--- src/rtl/nsb_pkg.sv ---
package nsb_pkg;
  localparam int NSB_BYTES_PER_WORD = 4;
  localparam int NSB_DEF_COUNTERS   = 18;
  localparam int NSB_IDX_RX_COLL    = 14;

  typedef enum logic {
    NSB_IDLE   = 1'b0,
    NSB_STREAM = 1'b1
  } nsb_state_e;
endpackage

--- src/rtl/nsb_counter.sv ---
module nsb_counter #(
  parameter int CTR_W = 32
) (
  input  logic             clk,
  input  logic             rst_n,
  input  logic             inc_i,
  input  logic             clr_i,
  output logic [CTR_W-1:0] cnt_o
);
  localparam logic [CTR_W-1:0] SAT_VAL = '1;

  logic [CTR_W-1:0] cnt_q;

  always_ff @(posedge clk or negedge rst_n) begin
    if (!rst_n) begin
      cnt_q <= '0;
    end else if (clr_i) begin
      // a strobe coinciding with the clear survives as a count of one
      cnt_q <= inc_i ? CTR_W'(1) : '0;
    end else if (inc_i && (cnt_q != SAT_VAL)) begin
      cnt_q <= cnt_q + 1'b1;
    end
  end

  assign cnt_o = cnt_q;
endmodule

--- src/rtl/nsb_dump_seq.sv ---
module nsb_dump_seq
  import nsb_pkg::*;
#(
  parameter int NUM_CTR = 18,
  parameter int CTR_W   = 32,
  parameter int OFF_W   = 7
) (
  input  logic                     clk,
  input  logic                     rst_n,
  input  logic                     start_i,
  input  logic [NUM_CTR*CTR_W-1:0] cnt_flat_i,
  input  logic                     ready_i,
  output logic                     valid_o,
  output logic [CTR_W-1:0]         data_o,
  output logic [OFF_W-1:0]         offset_o,
  output logic                     done_o,
  output logic                     busy_o
);
  localparam int IDX_W = (NUM_CTR > 1) ? $clog2(NUM_CTR) : 1;
  localparam logic [IDX_W-1:0] LAST_IDX = IDX_W'(NUM_CTR - 1);
  localparam int SHIFT = $clog2(NSB_BYTES_PER_WORD);

  nsb_state_e       state_q;
  logic [IDX_W-1:0] idx_q;
  logic             done_q;
  logic [CTR_W-1:0] snap_q [NUM_CTR];

  always_ff @(posedge clk or negedge rst_n) begin
    if (!rst_n) begin
      state_q <= NSB_IDLE;
      idx_q   <= '0;
      done_q  <= 1'b0;
    end else begin
      done_q <= 1'b0;
      if (state_q == NSB_IDLE) begin
        if (start_i) begin
          state_q <= NSB_STREAM;
          idx_q   <= '0;
        end
      end else if (ready_i) begin
        if (idx_q == LAST_IDX) begin
          state_q <= NSB_IDLE;
          done_q  <= 1'b1;
        end else begin
          idx_q <= idx_q + 1'b1;
        end
      end
    end
  end

  // snapshot storage needs no reset: it is only read while streaming
  always_ff @(posedge clk) begin
    if ((state_q == NSB_IDLE) && start_i) begin
      for (int k = 0; k < NUM_CTR; k++) begin
        snap_q[k] <= cnt_flat_i[k*CTR_W +: CTR_W];
      end
    end
  end

  assign valid_o  = (state_q == NSB_STREAM);
  assign data_o   = snap_q[idx_q];
  assign offset_o = OFF_W'(idx_q) << SHIFT;
  assign done_o   = done_q;
  assign busy_o   = (state_q == NSB_STREAM) | done_q;
endmodule

--- src/rtl/net_stat_bank.sv ---
module net_stat_bank
  import nsb_pkg::*;
#(
  parameter int NUM_CTR        = NSB_DEF_COUNTERS,
  parameter int CTR_W          = 32,
  parameter int OFF_W          = $clog2(NUM_CTR * NSB_BYTES_PER_WORD),
  parameter bit TIE_RXCOL_ZERO = 1'b0,
  parameter int RXCOL_IDX      = NSB_IDX_RX_COLL
) (
  input  logic               clk,
  input  logic               rst_n,
  input  logic [NUM_CTR-1:0] inc_i,
  input  logic               cmd_valid_i,
  input  logic               cmd_clear_i,
  output logic               busy_o,
  output logic               dump_valid_o,
  input  logic               dump_ready_i,
  output logic [CTR_W-1:0]   dump_data_o,
  output logic [OFF_W-1:0]   dump_offset_o,
  output logic               dump_done_o
);
  logic                     accept;
  logic                     clear_now;
  logic [NUM_CTR*CTR_W-1:0] cnt_flat;

  assign accept    = cmd_valid_i && !busy_o;
  assign clear_now = accept && cmd_clear_i;

  for (genvar g = 0; g < NUM_CTR; g++) begin : g_ctr
    localparam bit TIED = TIE_RXCOL_ZERO && (g == RXCOL_IDX);
    nsb_counter #(.CTR_W(CTR_W)) u_ctr (
      .clk   (clk),
      .rst_n (rst_n),
      .inc_i (inc_i[g] & ~TIED),
      .clr_i (clear_now),
      .cnt_o (cnt_flat[g*CTR_W +: CTR_W])
    );
  end

  nsb_dump_seq #(
    .NUM_CTR (NUM_CTR),
    .CTR_W   (CTR_W),
    .OFF_W   (OFF_W)
  ) u_seq (
    .clk        (clk),
    .rst_n      (rst_n),
    .start_i    (accept),
    .cnt_flat_i (cnt_flat),
    .ready_i    (dump_ready_i),
    .valid_o    (dump_valid_o),
    .data_o     (dump_data_o),
    .offset_o   (dump_offset_o),
    .done_o     (dump_done_o),
    .busy_o     (busy_o)
  );
endmodule

--- config.mk ---
export PLATFORM = sky130hd
export DESIGN_NAME = net_stat_bank
export DESIGN_NICKNAME = d
export VERILOG_FILES = /design/src/rtl/nsb_pkg.sv /design/src/rtl/nsb_counter.sv /design/src/rtl/nsb_dump_seq.sv /design/src/rtl/net_stat_bank.sv
export SDC_FILE = /design/constraint.sdc
export NUM_CORES = 2
export LEC_CHECK = 0
export BUFFER_PORTS_ARGS = -buffer_cell sky130_fd_sc_hd__buf_2
export CORE_MARGIN = 4
export CORE_UTILIZATION = 50
export CTS_BUF_LIST = sky130_fd_sc_hd__clkbuf_8 sky130_fd_sc_hd__clkbuf_16
export DETAILED_ROUTE_END_ITERATION = 8
export GPL_TIMING_DRIVEN = 1
export HOLD_SLACK_MARGIN = 0.02
export PLACE_DENSITY = 0.66
export RECOVER_POWER = 25
export SLEW_MARGIN = 15
export SYNTH_ARGS = -nofsm -noshare
export SYNTH_HDL_FRONTEND = slang
export SYNTH_SLANG_ARGS = --single-unit
--- constraint.sdc ---
create_clock -name clk -period 71.2 [get_ports clk]
set_input_delay 3.56 -clock clk [delete_from_list [all_inputs] [get_ports clk]]
set_output_delay 3.56 -clock clk [all_outputs]
set_load 0.005 [all_outputs]
-- After elaboration in Yosys (flattened, before gate mapping)
Memories as Yosys holds them, arrays and structs flattened.
Cells that the tools add are included.
- bits in registers: 583
- memory bits (writable): 576
- bits of input ports: 23
- word-level logic and storage cells: 173
- memories kept: 1
- $add $sub $neg: 19
- eq/ne operators: 21
- mux-type cells: 67
- bitwise operators: 2
- reductions and logical operators: 42
- memory list (memory ; depth ; width ; rd ports ; clocked after memory_dff ; wr ports ; RTL line ; text):
    u_seq.snap_q ; 18 ; 32 ; 1 ; 0 ; 18 ; nsb_dump_seq.sv:26 ; logic [CTR_W-1:0] snap_q [NUM_CTR];
- operators by type and width (operator ; number):
    $mux 32 ; 36
    $add 32x1->32 const B ; 18
    $ne 32x32->1 const B ; 18
    $reduce_bool 2->1 ; 19
    $mux 1 ; 27
    $logic_and 1x1->1 ; 21
    $mux 5 ; 4
    $add 5x1->5 const B ; 1
    $eq 5x5->1 const B ; 1
    $ne 2x2->1 const B ; 2
    $reduce_and 3->1 ; 1
    $logic_not 1->1 ; 1
    $not 1->1 ; 1
    $or 1x1->1 ; 1

-- Longest topological paths before layout
- depth in word-level cells: 6
- mapped depth: 11
- depth with buffers taken out: 8

-- Modules after synthesis
From an unflattened synthesis, not the netlist that was laid out.
- cell total of the unflattened synthesis: 4475
- area total of the unflattened synthesis: 53973.0 um^2
- modules (own cells, without submodules) (module ; times used ; cells each ; area an instance (um^2)):
    nsb_counter (g_ctr[0].u_ctr ...) ; 17 ; 195 ; 1747.9
    nsb_dump_seq ; 1 ; 960 ; 22440.3
    nsb_counter (g_ctr[2].u_ctr) ; 1 ; 198 ; 1803.0
    net_stat_bank ; 1 ; 2 ; 15.0

-- Worst setup path before layout
Ideal clock, no wire load.
- path type: input port to flip-flop
- from: in cmd_valid_i
- to: reg g_ctr[17].u_ctr.cnt_q[21]
- setup time: 0.140 ns
- arrival time: 31.350 ns
- data required time: 71.060 ns
- setup slack: 39.711 ns
- stages on the path: 7
- path buffers: 2
- path through: inv_1 nor2_1 nand2_1 clkbuf_1 clkbuf_1 o311ai_0 o41ai_1
- word-level cells in the longest chain between the ends: 3
- elaborated cells on any way between the ends: 4
- classes of those cells: mux (1); reduce/logical (3)
- RTL lines (element ; RTL line ; text):
    from (decl) ; net_stat_bank.sv:13 ; input logic cmd_valid_i,
    $logic_and 1x1->1 * ; net_stat_bank.sv:26 ; assign accept = cmd_valid_i && !busy_o;
    $logic_and 1x1->1 * ; net_stat_bank.sv:27 ; assign clear_now = accept && cmd_clear_i;
    $mux 32 or $reduce_bool 2->1 (tied branches) ; n/a ;
    to (signal assigned) ; nsb_counter.sv:19 ; cnt_q <= inc_i ? CTR_W'(1) : '0;
    to (signal assigned) ; nsb_counter.sv:21 ; cnt_q <= cnt_q + 1'b1;
    to (decl) ; nsb_counter.sv:12 ; logic [CTR_W-1:0] cnt_q;
Every way passes the cells marked *; elsewhere a longest branch is shown, timed or not.
A chain may end at the register's enable or synchronous reset.

==> flow_metrics.tcl <==
set metrics [dict create \
    topRoutingLayerUsed "met5" \
    number_of_vias_after_detailed_routing 35476 \
    slew_viol_final 106 \
    rsz0062_at_grt "no" \
    clk-insertion-delay-late_ns 0.73 \
    critPathLaunchType "primary input" \
    synth_cells 4201 \
    clock_path_buffers 3 \
    met1Wirelength_um 60200 \
    met3_wirelength_um 10500 \
    max_slew_margin_pct -304 \
    drt_drc_violations_left 0 \
    antenna_violations_before_repair 9 \
    vdd.ir_drop.worst_mv 0.0307 \
    power_leakage_nw 22.2 \
    critical_path_data_required_time_ns 71.90 \
    routed_via_density 6.18 \
    worst-r2r-setup-slack_ns 66.35 \
    area.growth.synth_to_final_pct 11.1 \
    tightestPinTransition_ns 6.05 \
    floorplan.die.width_um 331 \
    drt_wl_total_um 140000 \
    period_needed_ns 9.39 \
    ys_seq_elements 1159 \
    setup.worst_path.class "in2async" \
    fillers 8503 \
    gr-total-overflow 0 \
    maximum_number_of_pins_on_one_net_before_global_route_repair 193 \
    hold_viol 0 \
    layout_setup_ws_ns 61.81 \
    post_cts_buffers 0 \
    post_synth_instance_area_mm2 0.0522 \
    hold_class "reg2reg" \
    grt.total_usage_pct 25.5 \
    tritoncts "yes" \
    drt.antenna.violating_nets 0 \
    critical_path.reg2reg.startpoint "u_seq.valid_o" \
    port_buffers 62 \
    hold-path-cell-count 0 \
    boundaryPins 65 \
    synth-edff-count 576 \
    wl_per_cell_um 24.3 \
    place_ws_ns 62.81 \
    drt-initial-drc-count 3943 \
    result_of_the_run "complete, but fails checks" \
    number_of_global_route_vias_before_repair 32803 \
    fin_worst_skew_ns 0.0308 \
    post_route_cells_drive_above_1_share_pct 10.9 \
    whs_endpoint "u_seq.snap_q[11][31]" \
    max-cap-violations 1 \
    cp_data_arrival_time_ns 10.09 \
    power.density_cell_area_mw_per_mm2 31.7 \
    fin_nets 4296 \
    cts.repair.resized 0 \
    number_of_setup_violations_in_the_final_report 0 \
    dr_wl_met2_um 63700 \
    synthDistinctLibCells 75 \
    drt_pre_antenna_iters 8 \
    fin_cells 5743 \
    detailed_place_hpwl_um 95900 \
    critPathCaptureType "async pin" \
    wire_length_of_the_first_global_routing_pass_um 210000 \
    critical_path.reg2reg.endpoint "u_seq.snap_q[15][27]" \
    die_height_um 331 \
    hold_path_startpoint "g_ctr[11].u_ctr.cnt_o[31]" \
    cts_max_level 3 \
    fmaxAchievable_mhz 106 \
    rr_worst_depth 7 \
    path_clk_slew_ns 0.06 \
    critPathMaxFanout 105 \
    gpl.final_weighted_congestion 0.883 \
    post-route-period-util_pct 13.2 \
    clock_sink_count 1159 \
    die_area_mm2 0.110 \
    ys_dominant_reg_cell "dfrtp_1" \
    synth-seq-area-share_pct 61.1 \
    violated_checks "capacitance limit, slew limit" \
    hold_buffers 0 \
    placedCellCount 5513 \
    per_instance_average_area_after_synthesis_um2 12.4 \
    layout_commonest_cell "dfrtp_1" \
    core_region_area_mm2 0.104 \
    most-common-layout-cells "dfrtp_1 (579), edfxtp_1 (576), nor2_1 (496), xor2_1 (255), nand2_1 (253)" \
    floorplan.rows 118 \
    ys_warn_count 0 \
    initial_core_util_pct 50.4 \
    postSynth.asyncResetShare_pct 50.3 \
    cts_root_buf "clkbuf_16" \
    cts_buffers 118 \
    setup-tns-final_ns 0 \
]
-- worst max path at each step --
stage          slack, ns                        end           start  depth (start not counted)
3_3_place_gp       62.82             dump_data_o[0]  u_seq.idx_q[0]                          8
5_1_grt            60.30             u_seq.idx_q[0]           rst_n                          1
4_1_cts            62.03            dump_data_o[18]  u_seq.idx_q[0]                          8
3_5_place_dp       62.81            dump_data_o[18]  u_seq.idx_q[0]                          8
2_1_floorplan      39.71  g_ctr[17].u_ctr.cnt_o[21]     cmd_valid_i                          7
6_report           61.81   g_ctr[9].u_ctr.cnt_o[27]           rst_n                          3
-- synth_stat cells, types with 6 or more instances --
cell       number  area (µm²)
nor3_1         98         490
nand3_1       228        1140
mux2i_1        71         711
or4_1           8        60.1
clkbuf_1       88         330
buf_1          17        63.8
xnor2_1       165        1450
or3_1         103         644
nand2_1       254         953
mux4_2        128        2880
o21ai_0       103         515
buf_2          71         355
nand4_1       204        1280
a31oi_1        21         131
dfrtp_1       583       14600
nor2b_1        34         213
a2111oi_0      33         289
a211oi_1       10        75.1
a221oi_1       32         280
and2_1         31         194
nor4_1         46         288
o31ai_1         7        52.6
and3_1        114         713
nor2_1        497        1870
nor4b_1         8        70.1
ha_1           20         250
nand2b_1       10        62.6
xor2_1        255        2230
nor4_2          6        75.1
a21oi_1       119         596
edfxtp_1      576       17300
inv_1          53         199
or2_2          13        81.3
o211ai_1       21         158
and4_1         82         718
-- metrics by stage --
| stage | hold slack (ns) | util (%) | power, mW | area [µm²] |
|---|---|---|---|---|
| final | 0.462 | 55.9 | 1.84 | 58000 |
| after CTS | 0.463 | 55.9 | 1.85 | 58000 |
| after global placement | 0.432 | 52.1 | 1.21 | 54000 |
| after global routing | 0.481 | 55.9 | 1.91 | 58000 |
| after detailed placement | 0.446 | 52.1 | 1.21 | 54000 |
| after floorplan | 0.423 | - | 1.06 | 52200 |
-- sequential cells by signal, summed over array words and instances (netlist names) --
signal,count
u_seq.done_o,1
u_seq.idx_q,5
g_ctr.u_ctr.cnt_o,576
u_seq.snap_q,576
u_seq.valid_o,1
-- power breakdown --
group	leakage (nW)	switching, mW	internal (mW)
clock	2.04	0.268	0.366
sequential	13.2	0.0765	0.764
combinational	6.99	0.213	0.153
-- kinds of logic (layout without fill, tap and decap cells) --
| logic type | after synthesis | after routing | share of synthesized area (%) |
|---|---|---|---|
| and+or+nand+nor | 1769 | 1769 | 17.6 |
| DFF | 1159 | 1159 | 61.1 |
| xor gates and xnor gates | 420 | 420 | 7.05 |
| AOI/OAI and AO/OA | 400 | 400 | 5.05 |
| buffers and inverters | 233 | 388 | 1.88 |
| muxes | 199 | 199 | 6.89 |
| adders and majority gates | 20 | 20 | 0.479 |
| other | 1 | 8 | 0.00719 |
-- worst max-delay path: stages --
cell and delay [ns]:
clkbuf_1 4.13, buf_4 1.27, buf_4 0.89
-- metal layers --
layer	global-route usage (%)	vias up
li1	-	15768
met1	37.5	17974
met2	38.4	1470
met3	4.36	262
met4	9.28	2
met5	0	-
-- cell type report --
class                           count  area [µm²]  area share, %
Sequential cell                  1159       31900           55.0
Multi-Input combinational cell   2810       19400           33.4
Clock buffer                      130        3120           5.38
Tap cell                         1380        1730           2.98
Clock inverter                     94         891           1.54
Timing Repair Buffer              111         751           1.30
Inverter                           53         199          0.343
Antenna cell                        6        15.0         0.0259
Power figures use the tool's default switching activity.
